===== src/rtl/bfp_pkg.sv =====
// Package for the port controller: the decoded access kind shared by
// the decoder and the top level.
package bfp_pkg;
    typedef enum logic [2:0] {
        OP_IDLE    = 3'd0,
        OP_FIFO_WR = 3'd1,
        OP_FIFO_RD = 3'd2,
        OP_MBX_WR  = 3'd3,
        OP_MBX_RD  = 3'd4
    } port_op_e;
endpackage


===== src/rtl/bfp_sync.sv =====
// Multi-stage synchronizer for a single level or toggle signal.
// Assumes STAGES >= 2 and an input that stays stable long enough to be sampled.
module bfp_sync #(
    parameter int STAGES = 2
) (
    input  logic clk,
    input  logic rst_n,
    input  logic d,
    output logic q
);
    logic [STAGES-1:0] chain;

    // Shift the asynchronous input through the stage chain.
    always_ff @(posedge clk) begin
        if (!rst_n) chain <= '0;
        else        chain <= {chain[STAGES-2:0], d};
    end

    assign q = chain[STAGES-1];
endmodule


===== src/rtl/bfp_decode.sv =====
// Combinational access decoder. It classifies the port controls into one
// access kind and gates the FIFO strobes with the FIFO status inputs.
// Assumes the status inputs are already synchronous to this port's clock.
module bfp_decode
    import bfp_pkg::*;
(
    input  logic     cs_n,
    input  logic     wr_rd,
    input  logic     en,
    input  logic     mbx_sel,
    input  logic     fifo_full_n,
    input  logic     fifo_empty_n,
    output port_op_e op,
    output logic     push,
    output logic     pop,
    output logic     oe,
    output logic     show_mbx
);
    // Classify the access; nothing happens without select and enable.
    always_comb begin
        op = OP_IDLE;
        if (!cs_n && en) begin
            unique case ({wr_rd, mbx_sel})
                2'b10:   op = OP_FIFO_WR;
                2'b11:   op = OP_MBX_WR;
                2'b00:   op = OP_FIFO_RD;
                default: op = OP_MBX_RD;
            endcase
        end
    end

    // Gate FIFO strobes with room/data status; drive the bus on reads.
    always_comb begin
        push     = (op == OP_FIFO_WR) && fifo_full_n;
        pop      = (op == OP_FIFO_RD) && fifo_empty_n;
        oe       = !cs_n && !wr_rd;
        show_mbx = mbx_sel;
    end
endmodule


===== src/rtl/bfp_mbox_out.sv =====
// Outgoing mailbox: a one-word register, a write toggle sent to the far
// side, and a busy flag cleared when the far side's acknowledge toggle,
// after synchronization, matches the write toggle.
// Assumes the far side inverts its acknowledge once per word it consumes.
module bfp_mbox_out #(
    parameter int DW     = 36,
    parameter int STAGES = 2
) (
    input  logic          clk,
    input  logic          rst_n,
    input  logic          wr_req,
    input  logic [DW-1:0] wr_data,
    input  logic          ack_tgl_async,
    output logic [DW-1:0] mbx_data,
    output logic          mbx_tgl,
    output logic          flag_n
);
    logic ack_sync;

    bfp_sync #(.STAGES(STAGES)) u_ack_sync (
        .clk  (clk),
        .rst_n(rst_n),
        .d    (ack_tgl_async),
        .q    (ack_sync)
    );

    // Flag is high (free) while every written word has been acknowledged.
    assign flag_n = (mbx_tgl == ack_sync);

    // Capture a new word only while the previous one has been consumed.
    always_ff @(posedge clk) begin
        if (!rst_n) begin
            mbx_data <= '0;
            mbx_tgl  <= 1'b0;
        end else if (wr_req && flag_n) begin
            mbx_data <= wr_data;
            mbx_tgl  <= ~mbx_tgl;
        end
    end
endmodule


===== src/rtl/bfp_mbox_in.sv =====
// Incoming mailbox tracking: synchronizes the far side's write toggle and
// answers with an acknowledge toggle when a pending word is read.
// Assumes the far side holds its mailbox data stable until acknowledged.
module bfp_mbox_in #(
    parameter int STAGES = 2
) (
    input  logic clk,
    input  logic rst_n,
    input  logic rd_req,
    input  logic mail_tgl_async,
    output logic ack_tgl,
    output logic flag_n
);
    logic mail_sync;

    bfp_sync #(.STAGES(STAGES)) u_mail_sync (
        .clk  (clk),
        .rst_n(rst_n),
        .d    (mail_tgl_async),
        .q    (mail_sync)
    );

    // Mail waits (flag low) while the toggles disagree.
    assign flag_n = (mail_sync == ack_tgl);

    // Acknowledge only a read that consumes a pending word.
    always_ff @(posedge clk) begin
        if (!rst_n)                ack_tgl <= 1'b0;
        else if (rd_req && !flag_n) ack_tgl <= ~ack_tgl;
    end
endmodule


===== src/rtl/bififo_port_ctrl.sv =====
// Top of one port's control: decode, both mailbox directions, and the
// read-bus multiplexer. FIFO memory and FIFO status synchronizers live
// outside; the pad combines dout and dout_oe into a tri-state driver.
module bififo_port_ctrl
    import bfp_pkg::*;
#(
    parameter int DW          = 36,
    parameter int SYNC_STAGES = 2
) (
    input  logic          clk,
    input  logic          rst_n,
    input  logic          cs_n,
    input  logic          wr_rd,
    input  logic          en,
    input  logic          mbx_sel,
    input  logic          fifo_full_n,
    input  logic          fifo_empty_n,
    input  logic [DW-1:0] wr_data,
    input  logic [DW-1:0] fifo_rd_data,
    input  logic [DW-1:0] in_mbx_data,
    input  logic          in_mbx_tgl,
    input  logic          out_ack_tgl,
    output logic          fifo_push,
    output logic          fifo_pop,
    output logic          dout_oe,
    output logic [DW-1:0] dout,
    output logic [DW-1:0] out_mbx_data,
    output logic          out_mbx_tgl,
    output logic          in_ack_tgl,
    output logic          mbx_out_flag_n,
    output logic          mbx_in_flag_n
);
    port_op_e op;
    logic     show_mbx;

    bfp_decode u_decode (
        .cs_n        (cs_n),
        .wr_rd       (wr_rd),
        .en          (en),
        .mbx_sel     (mbx_sel),
        .fifo_full_n (fifo_full_n),
        .fifo_empty_n(fifo_empty_n),
        .op          (op),
        .push        (fifo_push),
        .pop         (fifo_pop),
        .oe          (dout_oe),
        .show_mbx    (show_mbx)
    );

    bfp_mbox_out #(.DW(DW), .STAGES(SYNC_STAGES)) u_mbox_out (
        .clk          (clk),
        .rst_n        (rst_n),
        .wr_req       (op == OP_MBX_WR),
        .wr_data      (wr_data),
        .ack_tgl_async(out_ack_tgl),
        .mbx_data     (out_mbx_data),
        .mbx_tgl      (out_mbx_tgl),
        .flag_n       (mbx_out_flag_n)
    );

    bfp_mbox_in #(.STAGES(SYNC_STAGES)) u_mbox_in (
        .clk           (clk),
        .rst_n         (rst_n),
        .rd_req        (op == OP_MBX_RD),
        .mail_tgl_async(in_mbx_tgl),
        .ack_tgl       (in_ack_tgl),
        .flag_n        (mbx_in_flag_n)
    );

    // Read-bus source: far side's mailbox or the incoming FIFO register.
    assign dout = show_mbx ? in_mbx_data : fifo_rd_data;
endmodule


===== config.mk =====
export PLATFORM = sky130hd
export DESIGN_NAME = bififo_port_ctrl
export DESIGN_NICKNAME = d
export VERILOG_FILES = /design/src/rtl/bfp_pkg.sv /design/src/rtl/bfp_sync.sv /design/src/rtl/bfp_decode.sv /design/src/rtl/bfp_mbox_out.sv /design/src/rtl/bfp_mbox_in.sv /design/src/rtl/bififo_port_ctrl.sv
export SDC_FILE = /design/constraint.sdc
export NUM_CORES = 1
export LEC_CHECK = 0
export BUFFER_PORTS_ARGS = -buffer_cell sky130_fd_sc_hd__buf_2
export CAP_MARGIN = 20
export CORE_AREA = 2 2 77 79
export DETAILED_ROUTE_END_ITERATION = 16
export DIE_AREA = 0 0 79 81
export GPL_TIMING_DRIVEN = 0
export PLACE_DENSITY = 0.85
export SLEW_MARGIN = 20
export SYNTH_ARGS = -nofsm -noshare
export SYNTH_HDL_FRONTEND = slang
export SYNTH_SLANG_ARGS = --single-unit

===== constraint.sdc =====
create_clock -name clk -period 3.68 [get_ports clk]
set_input_delay 0.368 -clock clk [delete_from_list [all_inputs] [get_ports clk]]
set_output_delay 0.368 -clock clk [all_outputs]
set_load 0.05 [all_outputs]

==> results by group <==
Synthesis
  – Mux cell area share after synthesis: approximately 35%
  – Syn_nets: 349
  – Simple-gate portion of the synthesized area: 16.81%
  – Avg Inst Size Synth: 9.730 um^2
  – Area leader, netlist: dfxtp_1
  – Synthesized cell area: 0.002218 mm^2
  – EDFF count, synth: 0
  – Synthesized-area fraction occupied by adder cells: 1.692%
  – Largest cells by area after synthesis: dfxtp_1 38%, mux2_2 18%, mux2i_1 16%, nand2_1 12%, buf_12 3.6%
  – Post-synth top area share: a little under two fifths
  – Most common cell in the netlist: nand2_1
  – Synth Flop Type: dfxtp_1
  – Fraction of the mapped netlist area in compound gates: between 1.5 and 2%
  – Cells after Synth: 228
  – Post-synth top cells: 72 x nand2_1, 42 x dfxtp_1, 36 x mux2_2, 36 x mux2i_1, 7 x clkbuf_1
  – Distinct cells, synth: 21
  – FF+latch count, synth: 42
  – Yosys warns: 0
  – Synth Area in XOR/XNOR: less than 1%
  – Main combinational cell family by area after synthesis: multiplexers
  – Ys async rst share: 0%
  – Seq/Total Area, Yosys: a little under two fifths

Timing
  – Tcrit/Tclk final: 66.65%
  – Slew margin rel.: 69.04%
  – Final count of hold timing violations: 0
  – Upper clock frequency limit: 0.4077 GHz
  – Worst Max-Slew Pin Slew: approximately 0.46 ns
  – Unrepaired setup endpoints after global routing: false
  – Setup TNS: 0 ns
  – Final slew viol count: 0
  – Setup violations, final: 0
  – Crit path time final: 2.453 ns
  – Min setup slack post-route: 1.227 ns
  – WHS: 0.2912 ns
  – Worst Skew: 0.007963 ns

Layout
  – Syn-to-layout area delta: 53.41%
  – Final layout net count: 551
  – Share of cells above drive strength 1: 58.93%
  – Finished Cell Area: 0.003403 mm^2

Drt
  – Wire per inst: 15.41 um
  – Vias/cell: between 4 and 5
  – Drc violations: 0
  – Via count: 2398
  – Antenna-violating nets left: 0
  – Final wirelength: approximately 7800 um
  – First DRT Iteration DRCs: 77
  – DRT Pass-1 Iters: 6

Worst setup path
  – Critical Path Start: mbx_sel
  – Reg2reg setup slack: roughly 2.3 ns
  – Crit path DAT: around 2.1 ns
  – Critical Path Fanout Max: 10
  – CP startpoint kind: primary input
  – Worst r2r path cells: 5
  – Reg2Reg Launch Point: u_mbox_out.mbx_tgl
  – Nature of the critical path endpoint: output pin
  – CP Data Required Time: about 3.3 ns
  – Setup CP Type: primary input to output pin
  – Critical R2R Capture: u_mbox_out.mbx_data[6]

Placed design
  – Dpl hpwl: around 6400 um
  – Global placer's final weighted congestion: 0.7892
  – PortBufs: 195
  – Pre-CTS setup slack: 1.230 ns
  – Placed cell areas: 0.003288 mm^2

Global routing
  – Global-route wire length before repair: 11380 um
  – Maximum number of pins on one net before global-route repair: 14
  – Grt ovf: 0
  – GRT Overall Usage: 23.18%
  – Initial antenna violation count: 1
  – Vias in the first global route: around 2300

CTS
  – Post-cts hold buffer count: 0
  – CTS max path bufs: 2
  – Sink Count: 42
  – # Post-CTS Setup Buffers: 0
  – CTS tree: yes
  – H-tree lvl count: 2
  – Clock Tree Root: clkbuf_8
  – Clock Latency Late Sink: approximately 0.29 ns
  – Worst-path clk slew: 0.07 ns
  – Num CTS Buffers: 5
  – Post_cts resized: 0

Worst hold path
  – Hold Path Depth: 2
  – Hold EP: u_mbox_out.u_ack_sync.chain[0]
  – Worst hold start: out_ack_tgl
  – Worst min-delay path class: primary input to register

Flow run
  – Max-Cap Viols: 0

Power and ir drop
  – P_sw: 0.3925 mW
  – Seq pwr share: 39.6%
  – Clock Power Share: 30.4%
  – Pwr dens: 347.4 mW/mm^2
  – Combinational share of power: a little under a third
  – Pint: 0.7898 mW
  – Leakage power total: 1.697 nW
  – Switching Fraction: roughly a third
  – VDD IR max: about 0.19 mV

Floorplanning
  – Placeable Area: between 0.005 and 0.006 mm^2
  – Chip height: between 80 and 90 um
  – Die Wd: 79 um
  – # rows: 28
  – I/O pins: roughly 200
  – Initial Util: 39.09%
  – Die ar.: 0.006399 mm^2

Status
  – Status: completed
==> routing by layer <==
metal,vias up,share of wire (%),global-route usage [%]
met3,6,6.5,5.222
li1,1166,-,-
met5,-,0,0
met2,106,55,45.34
met4,0,0.64,6.034
met1,1120,38,25.07
==> cells by family after synthesis <==
family / count (synthesis)
muxes: 72
and+or+nand+nor: 84
DFF: 42
adders and majority gates: 3
AOI/OAI and AO/OA: 5
buffers and inverters: 20
xor gates and xnor gates: 2
==> cell usage in the layout (no fill, tap or decap) <==
| cell type | synthesis | routed |
|---|---|---|
| buf_2 | 6 | 201 |
| nand2_1 | 72 | 72 |
| dfxtp_1 | 42 | 42 |
| mux2_2 | 36 | 36 |
| mux2i_1 | 36 | 36 |
| clkbuf_1 | 7 | 8 |
| clkbuf_8 | 0 | 5 |
| buf_12 | 4 | 4 |
| and2_1 | 4 | 4 |
| inv_1 | 3 | 3 |
| ha_1 | 3 | 3 |
| diode_2 | 0 | 2 |
| nor2_1 | 2 | 2 |
| and4bb_2 | 2 | 2 |
| xnor2_1 | 2 | 2 |
| a21oi_1 | 2 | 2 |
| nor3b_4 | 1 | 1 |
| and4_2 | 1 | 1 |
| o21a_1 | 1 | 1 |
| and3_4 | 1 | 1 |
| a311oi_1 | 1 | 1 |
| nand3_1 | 1 | 1 |
| a21bo_2 | 1 | 1 |
| clkinvlp_4 | 0 | 1 |
| bufinv_16 | 0 | 1 |
==> power groups by stage <==
stage | Combinational (mW) | Clock (mW) | Sequential [mW]
after floorplan | 0.214 | 0 | 0.505
after global placement | 0.348 | 0 | 0.478
after detailed placement | 0.353 | 0 | 0.479
after CTS | 0.355 | 0.371 | 0.468
after global routing | 0.376 | 0.387 | 0.469
final | 0.354 | 0.360 | 0.468
==> worst max-delay path, stage by stage <==
cell and delay [ns]:
buf_2 0.10, buf_2 0.23, buf_2 0.29, inv_1 0.08
ha_1 0.20, nor2_1 0.27, and4_2 0.28, buf_2 0.26
==> registers in the layout, summed over array words and instances, names as in the netlist <==
register                     count
u_mbox_out.mbx_data             36
u_mbox_in.u_mail_sync.chain      2
u_mbox_out.u_ack_sync.chain      2
u_mbox_in.ack_tgl                1
u_mbox_out.mbx_tgl               1
==> per-stage QoR <==
stage	utilization (%)	power, mW	std cells
4_1_cts	59.88	1.194	506
6_report	59.96	1.182	508
2_1_floorplan	-	0.7182	228
3_5_place_dp	57.94	0.8320	498
3_3_place_gp	57.94	0.8263	498
5_1_grt	59.92	1.232	507
==> cell type report <==
class | instances | area [um^2]
plain buffers | 17 | 136.4
flip-flops and latches | 42 | 840.8
fillers | 534 | 2272
multi-input cells | 166 | 1230
diodes | 2 | 5.005
repair buffers | 195 | 975.9
clock inverters | 2 | 37.54
well taps | 75 | 93.84
clock buffers | 6 | 72.57
inverters | 3 | 11.26
==> worst max path at each step <==
stage,endpoint,slack (ns),cells after the start
2_1_floorplan,u_mbox_out.mbx_data[0],1.39,5
3_3_place_gp,fifo_pop,1.28,8
3_5_place_dp,fifo_pop,1.23,8
4_1_cts,fifo_pop,1.23,8
5_1_grt,fifo_pop,1.08,8
6_report,fifo_pop,1.23,8
Note: power is estimated with default switching activity, not from simulation.
